[src/rtl/split_store_buffer.sv]
module split_store_buffer #(
  parameter int AW    = 16,
  parameter int DW    = 32,
  parameter int DEPTH = 4
) (
  input  logic          clk,
  input  logic          rst_n,
  input  logic          st_valid,
  input  logic          st_safe_static,
  input  logic          st_safe_dyn,
  input  logic [AW-1:0] st_addr,
  input  logic [DW-1:0] st_data,
  output logic          st_ready,
  input  logic          ld_valid,
  input  logic          ld_safe_static,
  input  logic          ld_safe_dyn,
  input  logic [AW-1:0] ld_addr,
  output logic          ld_hit,
  output logic [DW-1:0] ld_data,
  output logic          ld_stall,
  output logic          mem_valid,
  output logic [AW-1:0] mem_addr,
  output logic [DW-1:0] mem_data,
  input  logic          mem_ready,
  input  logic          drain_req,
  output logic          drain_ack
);
  localparam int PW = (DEPTH > 1) ? $clog2(DEPTH) : 1;
  localparam int CW = PW + 1;
  localparam int SAFE = 0;
  localparam int UNSF = 1;

  logic [AW-1:0] addr_q [2][DEPTH];
  logic [DW-1:0] data_q [2][DEPTH];
  logic [PW-1:0] head [2];
  logic [PW-1:0] tail [2];
  logic [CW-1:0] cnt  [2];
  logic [1:0]    push, pop;

  wire st_is_safe = st_safe_static | st_safe_dyn;
  wire ld_is_safe = ld_safe_static | ld_safe_dyn;
  wire u_busy     = cnt[UNSF] != '0;
  wire s_busy     = cnt[SAFE] != '0;
  wire st_fire    = st_valid & st_ready;

  assign st_ready  = !drain_req && (st_is_safe ? cnt[SAFE] != CW'(DEPTH)
                                               : cnt[UNSF] != CW'(DEPTH));
  assign push      = {st_fire & ~st_is_safe, st_fire & st_is_safe};
  assign pop       = {mem_ready & u_busy, mem_ready & ~u_busy & s_busy};
  assign mem_valid = u_busy | s_busy;
  assign mem_addr  = u_busy ? addr_q[UNSF][head[UNSF]] : addr_q[SAFE][head[SAFE]];
  assign mem_data  = u_busy ? data_q[UNSF][head[UNSF]] : data_q[SAFE][head[SAFE]];
  assign drain_ack = drain_req & ~mem_valid;
  assign ld_stall  = ld_valid & ~ld_is_safe & u_busy;

  always_ff @(posedge clk) begin
    if (!rst_n) begin
      for (int b = 0; b < 2; b++) begin
        head[b] <= '0;
        tail[b] <= '0;
        cnt[b]  <= '0;
      end
    end else begin
      for (int b = 0; b < 2; b++) begin
        if (push[b]) tail[b] <= tail[b] + PW'(1);
        if (pop[b])  head[b] <= head[b] + PW'(1);
        cnt[b] <= cnt[b] + CW'(push[b]) - CW'(pop[b]);
      end
    end
  end

  always_ff @(posedge clk) begin
    for (int b = 0; b < 2; b++) begin
      if (push[b]) begin
        addr_q[b][tail[b]] <= st_addr;
        data_q[b][tail[b]] <= st_data;
      end
    end
  end

  logic          fwd_hit;
  logic [DW-1:0] fwd_data;
  always_comb begin
    fwd_hit  = 1'b0;
    fwd_data = '0;
    for (int i = 0; i < DEPTH; i++) begin
      if (CW'(i) < cnt[SAFE] &&
          addr_q[SAFE][head[SAFE] + PW'(i)] == ld_addr) begin
        fwd_hit  = 1'b1;
        fwd_data = data_q[SAFE][head[SAFE] + PW'(i)];
      end
    end
  end

  assign ld_hit  = ld_valid & ld_is_safe & fwd_hit;
  assign ld_data = fwd_data;

  assert_no_overflow_R7: assert property (@(posedge clk) disable iff (!rst_n)
    cnt[SAFE] <= CW'(DEPTH) && cnt[UNSF] <= CW'(DEPTH));

  assert_unsafe_never_forwarded_R3: assert property (@(posedge clk) disable iff (!rst_n)
    (ld_valid && !ld_is_safe) |-> !ld_hit);

  assert_drain_freezes_intake_R8: assert property (@(posedge clk) disable iff (!rst_n)
    drain_req |=> (cnt[SAFE] <= $past(cnt[SAFE]) && cnt[UNSF] <= $past(cnt[UNSF])));

  assert_unsafe_wins_port_R5: assert property (@(posedge clk) disable iff (!rst_n)
    (mem_ready && u_busy) |=> cnt[SAFE] >= $past(cnt[SAFE]));
endmodule

[config.mk]
export PLATFORM = sky130hd
export DESIGN_NAME = split_store_buffer
export DESIGN_NICKNAME = d
export VERILOG_FILES = /design/src/rtl/split_store_buffer.sv
export SDC_FILE = /design/constraint.sdc
export NUM_CORES = 1
export LEC_CHECK = 0
export BUFFER_PORTS_ARGS = -buffer_cell sky130_fd_sc_hd__buf_2
export CAP_MARGIN = 25
export CORE_MARGIN = 10
export CORE_UTILIZATION = 65
export CTS_CLUSTER_SIZE = 28
export DETAILED_ROUTE_END_ITERATION = 6
export PLACE_DENSITY = 0.85
export SLEW_MARGIN = 0
export SYNTH_ARGS = -nofsm -noshare
export SYNTH_HDL_FRONTEND = slang
export SYNTH_SLANG_ARGS = --single-unit
[constraint.sdc]
create_clock -name clk -period 8.8 [get_ports clk]
set_input_delay 0.88 -clock clk [delete_from_list [all_inputs] [get_ports clk]]
set_output_delay 0.88 -clock clk [all_outputs]
set_load 0.03 [all_outputs]
After elaboration in Yosys (flattened, before gate mapping):

Memory sizes are Yosys's and may differ from the RTL's.
Index checks and enable logic that the tools add are counted.

* register bits: 0
* bits in writable memories: 398
* bits of input ports: 74
* memories kept: 5

Memory list
* data_q: depth 2, bits a word 128, read ports 2, clocked after Yosys merged registers in 0, write ports 1, RTL line 34 `logic [DW-1:0] data_q [2][DEPTH];`
* addr_q: depth 2, bits a word 64, read ports 2, clocked after Yosys merged registers in 0, write ports 1, RTL line 33 `logic [AW-1:0] addr_q [2][DEPTH];`
* cnt: depth 2, bits a word 3, read ports 2, clocked after Yosys merged registers in 0, write ports 2, RTL line 37 `logic [CW-1:0] cnt [2];`
* head: depth 2, bits a word 2, read ports 2, clocked after Yosys merged registers in 0, write ports 2, RTL line 35 `logic [PW-1:0] head [2];`
* tail: depth 2, bits a word 2, read ports 2, clocked after Yosys merged registers in 0, write ports 2, RTL line 36 `logic [PW-1:0] tail [2];`

* add/sub/neg operators: 10
* $lt $le $gt $ge: 13
* equality and inequality tests: 6
* mux-type cells: 79
* bitwise logic cells: 31
* reductions and logical operators: 12

Operators with widths (count)
* 2-to-1 mux 32 bit: 17
* 2-to-1 mux 128 bit: 4
* binary-select mux 32 bit (select 2 bit): 5
* 2-to-1 mux 64 bit: 4
* 2-to-1 mux 16 bit: 13
* binary-select mux 16 bit (select 2 bit): 5
* demux 32 bit (select 2 bit): 2
* OR reduction 128 bit: 1
* demux 16 bit (select 2 bit): 2
* == test 16 bit: 4
* OR reduction 64 bit: 1
* >= comparator 3 bit, second input constant: 7
* 2-to-1 mux 1 bit: 21
* NOT 2 -> 3 bit: 7
* AND 1 bit: 11
* bitwise OR 1 bit: 9
* adder 2 x 1 -> 2 bit, second input constant: 4
* 2-to-1 mux 2 bit: 4
* logical AND 1 bit: 7
* adder 3 x 1 -> 3 bit: 2
* < comparator 1 x 3 -> 1 bit, first input constant: 2
* < comparator 2 x 3 -> 1 bit, first input constant: 2
* < comparator 3 x 1 -> 1 bit, second input constant: 2
* 2-to-1 mux 3 bit: 2
* other kinds (6): 13

Logic depth before layout (Yosys ltp):

* word-level depth: 11
* mapped depth: 15
* depth with buffers taken out: 11

Worst setup path after synthesis:

OpenSTA, ideal clock, no wires.

* path type: input port to output port
* from: input port ld_addr[2]
* to: output port ld_data[30]
* data arrival time: 3527 ps
* data required time: 7920 ps
* setup slack: 4393 ps
* stages: 11
* cells stage by stage: buf_1 inv_1 a222oi_1 nand2_1 a221o_1 or4_1 buf_2 or2_1 buf_6 a211o_1 o211ai_1

* word-level cells in the longest chain between the ends: 6

RTL lines
* from (decl): RTL line 17 `input logic [AW-1:0] ld_addr,`
* == test 16 bit: RTL line 88 `addr_q[SAFE][head[SAFE] + PW'(i)] == ld_addr) begin`
* logical AND 1 bit: RTL line 87 `if (CW'(i) < cnt[SAFE] &&`
* 2-to-1 mux 32 bit (3 in a row): RTL line 87
* 2-to-1 mux 32 bit (*): RTL line 87
* to (decl): RTL line 19 `output logic [DW-1:0] ld_data,`

Mark *: on every way between the ends. The rest lies on a longest branch, timed or not.

==> out/results.ini <==
[worst_setup_path]
critical_path_class=reg2out
crit_path_end_kind=output pin
r2r_end=data_q[0][219]
crit_chain=buf_4 -> mux4_2 -> xnor2_1 -> nand4_1 -> a221o_1 -> or4_1 -> or2_1 -> buf_4 -> o211a_1 -> a21oi_1 -> buf_2
reg2reg_from=cnt[0][2]
critPathMaxStageDelay_ns=0.96
slowest_stage=edfxtp_1
path_buf_inv=3
cp-endpoint=ld_data[0]
worstPathRequired_ns=7.92
critPathLaunch=head[0][0]
cp_common_cell=buf_4
crit_family=simple AND/OR/NAND/NOR gates
worstPathArrival_ns=5.69
critPathMaxFanout=35
crit_cells=11
ff2ff_setup_slack_ns=5.56
start_kind=flop
reg2regPathDepth=7

[synthesis]
syn-instance-count=1408
synth_seq_cells=398
ys.flop_type=edfxtp_1
synthArstFlopShare_pct=0
synth_edf_count=392
synth_nets=1498
synth_area_per_cell_sq_um=14.4
yosysWarnings=0
yosysUniqueCellTypes=64
ys_seq_area_share_pct=58.6
netlist_area_sq_um=20300

[cts]
cts_buffer_depth=3
clock_tree.root_cell=clkbuf_16
postCtsHoldBufs=0
clk_pin_slew_ns=0.06
htree_levels=2
clkLatencyLatePin_ns=0.55
cts_setup_buffers=0
cts_tree=done
numCtsBuffers=41
clkSinkCount=398
cts_resized=0

[sta]
fin_crit_sh_pct=74.7
rsz0062_at_grt=false
worstMarginPinSlew_ns=0.938
fin_crit_ns=6.57
final_hold_viol_count=0
clock.fmax_mhz=152
fin_skew_ns=0.0305
max_slew_margin_pct=37.5
drv_slew=0
setup_ws_ns=2.23
setup_viol=0
finalSetupTns_ns=0

[floorplanning]
die_width_um=197
core_area_sq_um=30700
dieArea_sq_um=38700
die_h_um=197
ios=159
rows=64
initial_core_util_pct=66.1

[cells_and_area]
fillers=1896
synthToLayoutAreaGrowth_pct=12.0
layout_commonest_cell=edfxtp_1
final_cell_mix=edfxtp_1, buf_2, nand2_1, mux2i_1, mux4_2
final_area_sq_um=22700
fin_nets=1611
drive_gt1_share_pct=30.2

[power]
cellPowerDensity_nw_per_um2=278
leakagePower_nw=7.77
power_mw=6.32
vdd_drop_max_v=0.000212

[routing]
vias=13308
dr.pass1.iters=6
drt_iter0_drc=1697
route.detailed.drc=0
vias_per_cell=6.81
wl_per_cell_um=26.3
drtAntennaViolNets=0
wirelength_um=51400

[placed_design]
place_congestion=0.922
dp_worst_setup_slack_ns=2.88
dp.final_hpwl_um=31400
numPortBuffers=158
placed_area_sq_um=21200

[global_routing]
grt_max_degree=138
grt_pass1_vias=13440
grt_pass1_wl_um=78700
grtUsageTotal_pct=26.1
antenna_found_initial=5
grt-ovfl-total=0

[worst_hold_path]
hp-class=in2reg

[job]
drv_cap=0

[outcome]
run_status=finished, final reports clean

==> routing by layer <==
layer  global-route usage [%]  share of wire [%]  vias up
li1                         -                  -     5787
met1                     35.5                 40     6671
met2                     41.7                 48      738
met3                     4.82                9.1      110
met4                     9.07                2.7        2
met5                        0              0.035        -
==> final cells by class <==
cell class              count  area, sq um  share of cell area [%]
diodes                      6         15.0                  0.0661
clock buffers              47         1090                    4.80
clock inverters            28          317                    1.39
inverters                  18         67.6                   0.298
multi-input cells         878         7800                    34.4
flip-flops and latches    398        11900                    52.4
well taps                 396          495                    2.18
repair buffers            184         1030                    4.54
==> sequential cells by signal, summed over array words and instances, names as in the netlist <==
register	cells
cnt	6
addr_q	128
head	4
data_q	256
tail	4
==> how the worst min path moves through the flow <==
stage,end,cells after the start,slack [ns],from
finish,data_q[0][144],1,0.59,st_data[16]
global route,data_q[0][84],1,0.61,st_data[20]
CTS,data_q[0][48],1,0.58,st_data[16]
detailed placement,tail[0][2],1,0.62,tail[0][2]
global placement,tail[0][2],1,0.61,tail[0][2]
floorplan,tail[0][0],1,0.59,tail[0][0]
==> Yosys cell counts, drive strengths merged (3+ instances only) <==
cell type | n | share of area, %
edfxtp | 392 | 58
nand2 | 155 | 2.9
mux2 | 89 | 4.9
mux2i | 89 | 4.4
mux4 | 89 | 9.9
o21ai | 83 | 2.0
xnor2 | 60 | 2.6
buf | 57 | 1.6
clkbuf | 57 | 1.1
o221ai | 50 | 2.2
nor2 | 35 | 0.65
a21oi | 34 | 1.2
o211ai | 28 | 1.1
o211a | 23 | 1.1
inv | 18 | 0.33
and2 | 17 | 0.52
nand3 | 15 | 0.37
ha | 14 | 0.86
nor2b | 10 | 0.31
nor3 | 10 | 0.27
dfxtp | 6 | 0.59
nand2b | 6 | 0.19
nand4 | 6 | 0.19
a211o | 5 | 0.22
a221oi | 5 | 0.22
a31oi | 5 | 0.15
nor4 | 5 | 0.19
a22oi | 4 | 0.15
a222oi | 3 | 0.15
and3 | 3 | 0.093
o2111ai | 3 | 0.13
o21a | 3 | 0.11
xor2 | 3 | 0.13
==> stage by stage <==
step           hold slack (ns)  cells  utilization (%)
6_report                 0.592   1955             74.0
5_1_grt                  0.607   1952             74.0
4_1_cts                  0.579   1946             73.8
3_5_place_dp             0.625   1871             69.2
3_3_place_gp             0.613   1871             69.2
2_1_floorplan            0.590   1408                -
==> kinds of logic (layout without fill, tap and decap cells) <==
group / Yosys count / in the layout / share of synthesized area [%]
other: 0 / 6 / 0
muxes: 267 / 267 / 19.2
buffers and inverters: 132 / 277 / 3.04
adders and majority gates: 16 / 16 / 1.06
and+or+nand+nor: 271 / 271 / 5.98
xor gates and xnor gates: 63 / 63 / 2.72
DFF: 398 / 398 / 58.6
AOI/OAI and AO/OA: 261 / 261 / 9.36
==> report_power, final <==
group,switching [mW],internal [mW]
clock,0.741,1.05
sequential,0.0550,2.15
combinational,1.49,0.833
Note: power is estimated with default switching activity, not from simulation.
